File: config.mk
export PLATFORM = sky130hd
export DESIGN_NAME = tile_row_reducer
export DESIGN_NICKNAME = d
export VERILOG_FILES = /design/src/rtl/trr_pkg.sv /design/src/rtl/trr_row_adder.sv /design/src/rtl/trr_ctrl.sv /design/src/rtl/trr_datapath.sv /design/src/rtl/tile_row_reducer.sv
export SDC_FILE = /design/constraint.sdc
export NUM_CORES = 2
export LEC_CHECK = 0
export BUFFER_PORTS_ARGS = -buffer_cell sky130_fd_sc_hd__buf_2
export CORE_AREA = 2 2 385 387
export DETAILED_ROUTE_END_ITERATION = 12
export DIE_AREA = 0 0 387 389
export GPL_ROUTABILITY_DRIVEN = 0
export GPL_TIMING_DRIVEN = 0
export PLACE_DENSITY = 0.63
export SYNTH_ARGS = -nofsm -noshare
export SYNTH_HDL_FRONTEND = slang
export SYNTH_SLANG_ARGS = --single-unit
export TNS_END_PERCENT = 30
File: constraint.sdc
create_clock -name clk -period 10.1 [get_ports clk]
set_input_delay 1.515 -clock clk [delete_from_list [all_inputs] [get_ports clk]]
set_output_delay 1.515 -clock clk [all_outputs]
set_load 0.1 [all_outputs]
File: src/rtl/trr_pkg.sv
package trr_pkg;
  localparam int TILE_ROWS = 6;
  localparam int ROW_PES   = 3;
  localparam int THREADS   = 3;
  localparam int LANES     = TILE_ROWS;
  localparam int NPROD     = TILE_ROWS * ROW_PES * THREADS;

  typedef struct packed {
    logic step;       // accept one product set
    logic flush;      // clear delay line, restart at first band
    logic firstBand;  // boundary lanes are store-only
    logic rewind;     // current step is the last column of a band
  } trr_strobe_t;
endpackage

File: src/rtl/trr_row_adder.sv
module trr_row_adder
  import trr_pkg::*;
#(
  parameter int PW = 16
) (
  input  logic [ROW_PES*THREADS*PW-1:0] rowProd,
  input  logic                          unusedTie,
  output logic [THREADS*(PW+2)-1:0]     rowSum
);
  localparam int SW = PW + 2;

  for (genvar t = 0; t < THREADS; t++) begin : g_thread
    logic signed [SW-1:0] acc;
    always_comb begin
      acc = '0;
      for (int c = 0; c < ROW_PES; c++)
        acc = acc + SW'($signed(rowProd[(c*THREADS+t)*PW +: PW]));
    end
    assign rowSum[t*SW +: SW] = acc;
  end

  logic tieSink;
  assign tieSink = unusedTie;
endmodule

File: src/rtl/trr_ctrl.sv
module trr_ctrl
  import trr_pkg::*;
#(
  parameter int MAX_LEN = 16
) (
  input  logic                           clk,
  input  logic                           rstN,
  input  logic                           cfgLoad,
  input  logic [$clog2(MAX_LEN+1)-1:0]   cfgLen,
  input  logic                           inValid,
  output trr_strobe_t                    stb
);
  localparam int LW = $clog2(MAX_LEN + 1);

  logic [LW-1:0] lenReg;
  logic [LW-1:0] colCnt;
  logic          firstBand;
  logic          flush;
  logic          lastCol;

  assign flush   = cfgLoad && !inValid;
  assign lastCol = (colCnt + LW'(1)) >= lenReg;

  always_ff @(posedge clk or negedge rstN) begin
    if (!rstN) begin
      lenReg    <= LW'(MAX_LEN);
      colCnt    <= '0;
      firstBand <= 1'b1;
    end else if (flush) begin
      lenReg    <= cfgLen;
      colCnt    <= '0;
      firstBand <= 1'b1;
    end else if (inValid) begin
      if (lastCol) begin
        colCnt    <= '0;
        firstBand <= 1'b0;
      end else begin
        colCnt <= colCnt + LW'(1);
      end
    end
  end

  always_comb begin
    stb.step      = inValid;
    stb.flush     = flush;
    stb.firstBand = firstBand;
    stb.rewind    = inValid && lastCol;
  end
endmodule

File: src/rtl/trr_datapath.sv
module trr_datapath
  import trr_pkg::*;
#(
  parameter int PW      = 16,
  parameter int MAX_LEN = 16
) (
  input  logic                    clk,
  input  logic                    rstN,
  input  trr_strobe_t             stb,
  input  logic [NPROD*PW-1:0]     inProd,
  output logic                    outValid,
  output logic [LANES-1:0]        outMask,
  output logic [LANES*(PW+4)-1:0] outData
);
  localparam int SW = PW + 2;
  localparam int OW = PW + 4;
  localparam int AW = (MAX_LEN > 1) ? $clog2(MAX_LEN) : 1;
  localparam int ROW_BITS = ROW_PES * THREADS * PW;

  logic [THREADS*SW-1:0] rowSumFlat [TILE_ROWS];
  logic signed [OW-1:0]  ext [TILE_ROWS][THREADS];

  for (genvar r = 0; r < TILE_ROWS; r++) begin : g_row
    trr_row_adder #(.PW(PW)) u_rowAdd (
      .rowProd  (inProd[r*ROW_BITS +: ROW_BITS]),
      .unusedTie(1'b0),
      .rowSum   (rowSumFlat[r])
    );
    for (genvar t = 0; t < THREADS; t++) begin : g_ext
      assign ext[r][t] = OW'($signed(rowSumFlat[r][t*SW +: SW]));
    end
  end

  // boundary delay line, circular with run-time wrap
  logic signed [OW-1:0] holdLo [MAX_LEN];
  logic signed [OW-1:0] holdHi [MAX_LEN];
  logic [AW-1:0]        ptr;
  logic signed [OW-1:0] oldLo, oldHi;

  assign oldLo = holdLo[ptr];
  assign oldHi = holdHi[ptr];

  always_ff @(posedge clk or negedge rstN) begin
    if (!rstN) begin
      ptr <= '0;
      for (int i = 0; i < MAX_LEN; i++) begin
        holdLo[i] <= '0;
        holdHi[i] <= '0;
      end
    end else if (stb.flush) begin
      ptr <= '0;
      for (int i = 0; i < MAX_LEN; i++) begin
        holdLo[i] <= '0;
        holdHi[i] <= '0;
      end
    end else if (stb.step) begin
      holdLo[ptr] <= ext[TILE_ROWS-2][0] + ext[TILE_ROWS-1][1];
      holdHi[ptr] <= ext[TILE_ROWS-1][0];
      ptr         <= stb.rewind ? '0 : ptr + 1'b1;
    end
  end

  logic signed [OW-1:0] lane [LANES];
  always_comb begin
    lane[0] = oldLo + ext[0][2];
    lane[1] = oldHi + ext[0][1] + ext[1][2];
    for (int k = 0; k < TILE_ROWS - 2; k++)
      lane[k+2] = ext[k][0] + ext[k+1][1] + ext[k+2][2];
  end

  always_ff @(posedge clk or negedge rstN) begin
    if (!rstN) begin
      outValid <= 1'b0;
      outMask  <= '0;
      outData  <= '0;
    end else begin
      outValid <= stb.step;
      if (stb.step) begin
        outMask <= stb.firstBand ? {{(LANES-2){1'b1}}, 2'b00} : {LANES{1'b1}};
        for (int l = 0; l < LANES; l++)
          outData[l*OW +: OW] <= (stb.firstBand && l < 2) ? '0 : lane[l];
      end else begin
        outMask <= '0;
      end
    end
  end
endmodule

File: src/rtl/tile_row_reducer.sv
module tile_row_reducer
  import trr_pkg::*;
#(
  parameter int PW      = 16,
  parameter int MAX_LEN = 16
) (
  input  logic                         clk,
  input  logic                         rstN,
  input  logic                         cfgLoad,
  input  logic [$clog2(MAX_LEN+1)-1:0] cfgLen,
  input  logic                         inValid,
  input  logic [54*PW-1:0]             inProd,
  output logic                         outValid,
  output logic [5:0]                   outMask,
  output logic [6*(PW+4)-1:0]          outData
);
  trr_strobe_t stb;

  trr_ctrl #(.MAX_LEN(MAX_LEN)) u_ctrl (
    .clk    (clk),
    .rstN   (rstN),
    .cfgLoad(cfgLoad),
    .cfgLen (cfgLen),
    .inValid(inValid),
    .stb    (stb)
  );

  trr_datapath #(.PW(PW), .MAX_LEN(MAX_LEN)) u_dp (
    .clk     (clk),
    .rstN    (rstN),
    .stb     (stb),
    .inProd  (inProd),
    .outValid(outValid),
    .outMask (outMask),
    .outData (outData)
  );
endmodule

Yosys cells after proc, flatten, opt, wreduce, memory -nomap -nowiden
Cells that the tools add are included.
{ "classes": {"reduce_logical": 7, "magnitude_cmp": 3, "add_sub_neg": 50, "n_bitwise": 1, "muxes": 27} }
{ "ops": {"columns": ["cell", "n"], "rows": [
  ["320-bit 2-to-1 mux", 4],
  ["320-bit bitwise mux", 2],
  ["17-bit by 16-bit adder with 18-bit output", 18],
  ["16-bit by 16-bit adder with 17-bit output", 18],
  ["20-bit binary-select mux with 4-bit select", 2],
  ["20-bit 2-to-1 mux", 7],
  ["18-bit by 18-bit adder with 19-bit output", 5],
  ["19-bit by 18-bit adder with 20-bit output", 4],
  ["20-bit demux with 4-bit select", 1],
  ["20-bit by 18-bit adder with 20-bit output", 3],
  ["5-bit 2-to-1 mux", 3],
  ["4-bit 2-to-1 mux", 3],
  ["6-bit 2-to-1 mux", 1],
  ["5-bit by 1-bit adder with 5-bit output (second input constant)", 1],
  ["5-bit greater-or-equal comparator", 1],
  ["5-bit greater-or-equal comparator (second input constant)", 1],
  ["5-bit by 1-bit < comparator with 1-bit output (second input constant)", 1],
  ["4-bit NOT with 5-bit output", 1],
  ["4-bit by 1-bit adder with 4-bit output (second input constant)", 1],
  ["2-bit nonzero test", 2],
  ["1-bit logical AND", 3],
  ["1-bit 2-to-1 mux", 3],
  ["2-bit 2-to-1 mux", 1],
  ["2-bit AND reduction", 1],
  ["1-bit logical NOT", 1]
]} }
{ "totals": {"word_cells": 127, "inputBits": 873, "ff_bits": 782, "out_inout_bits": 127} }

Logic depth before layout (Yosys ltp)
{ "logic_depth": {"word_depth": 8, "ltp_mapped": 17, "depth_no_buf": 17} }

Cells and area by module
A second synthesis with hierarchy kept.
{ "hier_totals": {"hier_cells": 5219, "hier_area_um2": 57884.3} }
{ "modules_own_cells": {"columns": ["module", "seq_area_each_um2", "cells_each", "area_each_um2", "instances"], "rows": [
  ["trr_datapath", 17967.2, 2984, 37822.5, 1],
  ["trr_row_adder (u_dp.g_row[1].u_rowAdd ...)", 0.0, 355, 3194.3, 4],
  ["trr_row_adder (u_dp.g_row[5].u_rowAdd)", 0.0, 404, 3509.6, 1],
  ["trr_row_adder (u_dp.g_row[0].u_rowAdd)", 0.0, 344, 3121.7, 1],
  ["trr_ctrl", 277.8, 67, 653.1, 1]
]} }

Least setup slack after synthesis
No wires, ideal clock.
{ "synth_timing": {"kind": "input -> register", "from": "input port inProd[466]", "to": "register u_dp.outData[78]", "path_stages": 15, "t_required_ps": 9975, "setup_ps": 125, "slack_ps": 4348, "n_path_buf": 0, "arrival_ps": 5626, "cell_sequence": "fa_1 fa_1 fa_1 inv_1 fa_1 inv_1 ha_1 fa_1 a21o_2 a21o_1 a211oi_1 o31a_1 o21ai_0 xor2_1 mux2_2"} }
{ "synth_between": {"elab_chain_cells": 3} }
{ "synth_lines": {"columns": ["item", "line_no", "text"], "rows": [
  ["start: declaration", "tile_row_reducer.sv:12", "input logic [54*PW-1:0] inProd,"],
  ["16-bit by 16-bit adder with 17-bit output", "trr_row_adder.sv:17", "acc = acc + SW'($signed(rowProd[(c*THREADS+t)*PW +: PW]));"],
  ["17-bit by 16-bit adder with 18-bit output", "trr_row_adder.sv:17", null],
  ["19-bit by 18-bit adder with 20-bit output", "trr_datapath.sv:68", "lane[k+2] = ext[k][0] + ext[k+1][1] + ext[k+2][2];"],
  ["end signal: indexed assignment", "trr_datapath.sv:81", "outData[l*OW +: OW] <= (stb.firstBand && l < 2) ? '0 : lane[l];"],
  ["end: declaration", "trr_datapath.sv:13", "output logic [LANES*(PW+4)-1:0] outData"]
]} }
Every way passes these cells.
A chain may end at the register's enable or synchronous reset.

Worst setup path after layout
{ "layout_timing": {"from": "register u_dp.ptr[1]", "to": "register u_dp.outData[15]"} }
{ "layout_between": {"elab_chain_cells": 6} }
{ "layout_lines": {"columns": ["item", "line_no", "text"], "rows": [
  ["start: declaration", "trr_datapath.sv:37", "logic [AW-1:0] ptr;"],
  ["start signal: assignment", "trr_datapath.sv:59", "ptr <= stb.rewind ? '0 : ptr + 1'b1;"],
  ["4-bit NOT with 5-bit output (not written as such)", "trr_datapath.sv:40", "assign oldLo = holdLo[ptr];"],
  ["20-bit binary-select mux with 4-bit select", "trr_datapath.sv:40", null],
  ["20-bit 2-to-1 mux (not written as such) (2 in series)", "trr_datapath.sv:40", null],
  ["20-bit by 18-bit adder with 20-bit output", "trr_datapath.sv:65", "lane[0] = oldLo + ext[0][2];"],
  ["20-bit 2-to-1 mux", "trr_datapath.sv:81", null]
]} }
Every way passes these cells. The select of a mux whose other input is x is not followed.

==> results.json <==
{
  "vias_per_cell": 5.422,
  "syn_area_mm2": 0.05480,
  "reg2reg_depth": 15,
  "worst_slack_ns": 3.441,
  "hp-start": "u_dp.outData[115]",
  "layout_commonest_cell": "buf_2",
  "hpwlAfterDp_mm": 184.4,
  "crit_type": "flop to flop",
  "rsz0062_at_grt": "no",
  "tightest_slew_ns": 1.244,
  "first_iter_violations": 4710,
  "vias": 44680,
  "drv_slew": 0,
  "wire_per_inst_um": 26.51,
  "clock_sinks": 729,
  "wl_met2_mm": 99.72,
  "synth_cell_types": 83,
  "grt_max_degree": 120,
  "endpoint_kind": "flop",
  "design.die.area_mm2": 0.1505,
  "grt_remaining_overflow": 0,
  "setup_viol_count_final": 0,
  "grt_pass1_vias": 45020,
  "wl_met3_mm": 26.65,
  "holdPathStages": 2,
  "cp.required_ns": 10.67,
  "period_share": 0.6593,
  "grt_pass1_wl_mm": 311.5,
  "clkTransAtPathRegs_ns": 0.06,
  "final_cell_mix": "buf_2, inv_1, dfrtp_1, fa_1, nand3_1",
  "drc": 0,
  "total_leakage_power_nw": 32.17,
  "start_kind": "flop",
  "wl_met1_mm": 79.92,
  "io_buffers": 999,
  "vdd_drop_max_mv": 0.2977,
  "async_flop_share": 1.000,
  "core_area_mm2": 0.1466,
  "htreeDepth": 3,
  "power_mw": 23.72,
  "seq_area_frac_synth": 0.3330,
  "hold_ws_ns": 0.4776,
  "skew_ns": 0.03752,
  "pre_cts_slack_ns": 2.968,
  "fp.dieH_um": 389,
  "stdcell_area_mm2": 0.06531,
  "die_w_um": 387,
  "cts_buffers": 83,
  "max_cap_violations": 0,
  "synth_area_per_cell_um2": 10.66,
  "relSlewSlack": 0.1642,
  "reg2reg_from": "u_dp.ptr[1]",
  "crit_path_max_fanout": 10,
  "cts_root_buffer": "clkbuf_16",
  "synth.yosys.warnings": 0,
  "cts_resized": 0,
  "ant_nets": 0,
  "maxClockFrequency_ghz": 0.1502,
  "synth_ff_type": "dfrtp_1",
  "fin_nets": 7929,
  "core.rowCount": 141,
  "period_minus_slack_ns": 6.659,
  "insertion_delay_ns": 0.68,
  "drive_gt1_frac": 0.2351,
  "hold_viol": 0,
  "antenna_found_initial": 31,
  "cts_tree": "built",
  "top_layer": "met5",
  "clockBufferDepth": 3,
  "hold_path.class": "flop to flop",
  "firstDrtPassIters": 9,
  "final_cells": 8240,
  "ys_ff_latch": 729,
  "start_util": 0.3738,
  "routed_wl_mm": 218.4,
  "ios": 1000,
  "syn_nets": 6838,
  "synth_cells": 5141,
  "synth_edf_count": 0,
  "postCtsSetupRepairBufs": 0,
  "area_delta_synth_final_pct": 19.18,
  "p_per_area_mw_per_mm2": 363.1,
  "outcome": "complete, no violations",
  "dpl_cell_area_mm2": 0.06242,
  "min_to": "u_dp.outData[115]",
  "postCtsHoldBufs": 0,
  "arrival_ns": 7.23,
  "r2r_slack_ns": 3.44,
  "dp.cells": 8077,
  "gr-usage-all-layers": 0.2880,
  "r2r-end": "u_dp.outData[15]"
}
==> flip-flops by register name, indices dropped and copies added (netlist names) <==
| register | cells |
|---|---|
| u_dp.holdLo | 304 |
| u_dp.holdHi | 288 |
| u_ctrl.firstBand | 1 |
| u_dp.ptr | 4 |
| u_ctrl.colCnt | 5 |
| u_dp.outMask | 2 |
| u_dp.outData | 120 |
| u_ctrl.lenReg | 5 |
==> final cells by class <==
class	count	area [µm²]
Fill cell	13890	81300
Multi-Input combinational cell	3192	31890
Sequential cell	729	18250
Timing Repair Buffer	1006	5202
Inverter	901	3382
Clock buffer	123	2480
Tap cell	1930	2415
Buffer	319	1281
Clock inverter	26	377.9
Antenna cell	14	35.03
==> metal layers <==
metal / up-vias / GRT usage
met4: 4 / 0.1360
li1: 19240 / -
met2: 2320 / 0.4505
met1: 22730 / 0.3513
met5: - / 0
met3: 389 / 0.1095
==> worst max-delay path, stage by stage (launching register included) <==
cell	delay [ns]
dfrtp_1	0.37
clkbuf_1	0.51
clkbuf_1	0.65
buf_1	0.87
mux4_2	0.45
mux4_2	0.56
fa_1	0.52
ha_1	0.23
fa_1	0.46
a21o_1	0.18
a21oi_1	0.27
o21ai_0	0.27
a211oi_1	0.63
o21ai_1	0.18
xor2_1	0.18
a22o_1	0.20
==> metrics by stage <==
step	TNS, ns	utilization
finish	0	0.4455
global placement	-5983.66	0.4244
CTS	0	0.4452
floorplan	0	-
detailed placement	0	0.4257
global route	0	0.4454
==> synth_stat cells (all sizes together) (5+ instances only) <==
cell type  number  area share
xnor2          72       0.012
a21o           72      0.0099
nor2b           9      0.0011
nand3         573       0.052
a31oi          36      0.0047
a21oi         130       0.012
fa            661        0.24
inv           901       0.062
clkbuf        242       0.017
o2bb2ai        12      0.0019
dfrtp         727        0.33
o21ai         543       0.051
and2           21      0.0024
nand2b         10      0.0011
nand4          10      0.0011
o31ai          26      0.0036
a22o           28      0.0045
a211oi         34      0.0053
mux2           59       0.012
mux4          185       0.076
o21a           11      0.0015
o211ai          5     0.00069
a211o           6     0.00096
and3           15      0.0018
nor3           20      0.0020
nor2           97      0.0066
o31a            5     0.00082
buf            77      0.0067
ha            163       0.037
xor2           41      0.0068
o21bai         13      0.0018
nand2         268       0.018
==> power by group <==
part | internal [mW] | leakage, nW | switching, mW
Combinational | 5.64 | 20.9 | 11.0
Sequential | 3.54 | 9.84 | 0.331
Clock | 1.86 | 1.39 | 1.34
Total | 11.0 | 32.2 | 12.7
==> worst max path at each step <==
stage	startpoint	end	slack, ns
global placement	rstN	u_dp.outData[53]	-8.35
CTS	u_dp.ptr[1]	u_dp.outData[15]	3.57
global route	u_dp.ptr[1]	u_dp.outData[19]	3.31
floorplan	inProd[466]	u_dp.outData[78]	4.35
detailed placement	inProd[754]	u_dp.outData[116]	2.97
finish	u_dp.ptr[1]	u_dp.outData[15]	3.44
==> cells by family (layout without fill, tap and decap cells) <==
| logic type | count (synthesis) | in the layout | share of synthesized area |
|---|---|---|---|
| xor+xnor | 113 | 113 | 0.01847 |
| flops | 729 | 729 | 0.3330 |
| fa+ha+maj | 824 | 824 | 0.2787 |
| other cells | 0 | 14 | 0 |
| mux | 247 | 247 | 0.08871 |
| simple gates | 1044 | 1044 | 0.08971 |
| buf+inv | 1220 | 2375 | 0.08508 |
| compound gates | 964 | 964 | 0.1064 |
(Power assumes the default switching activity.)
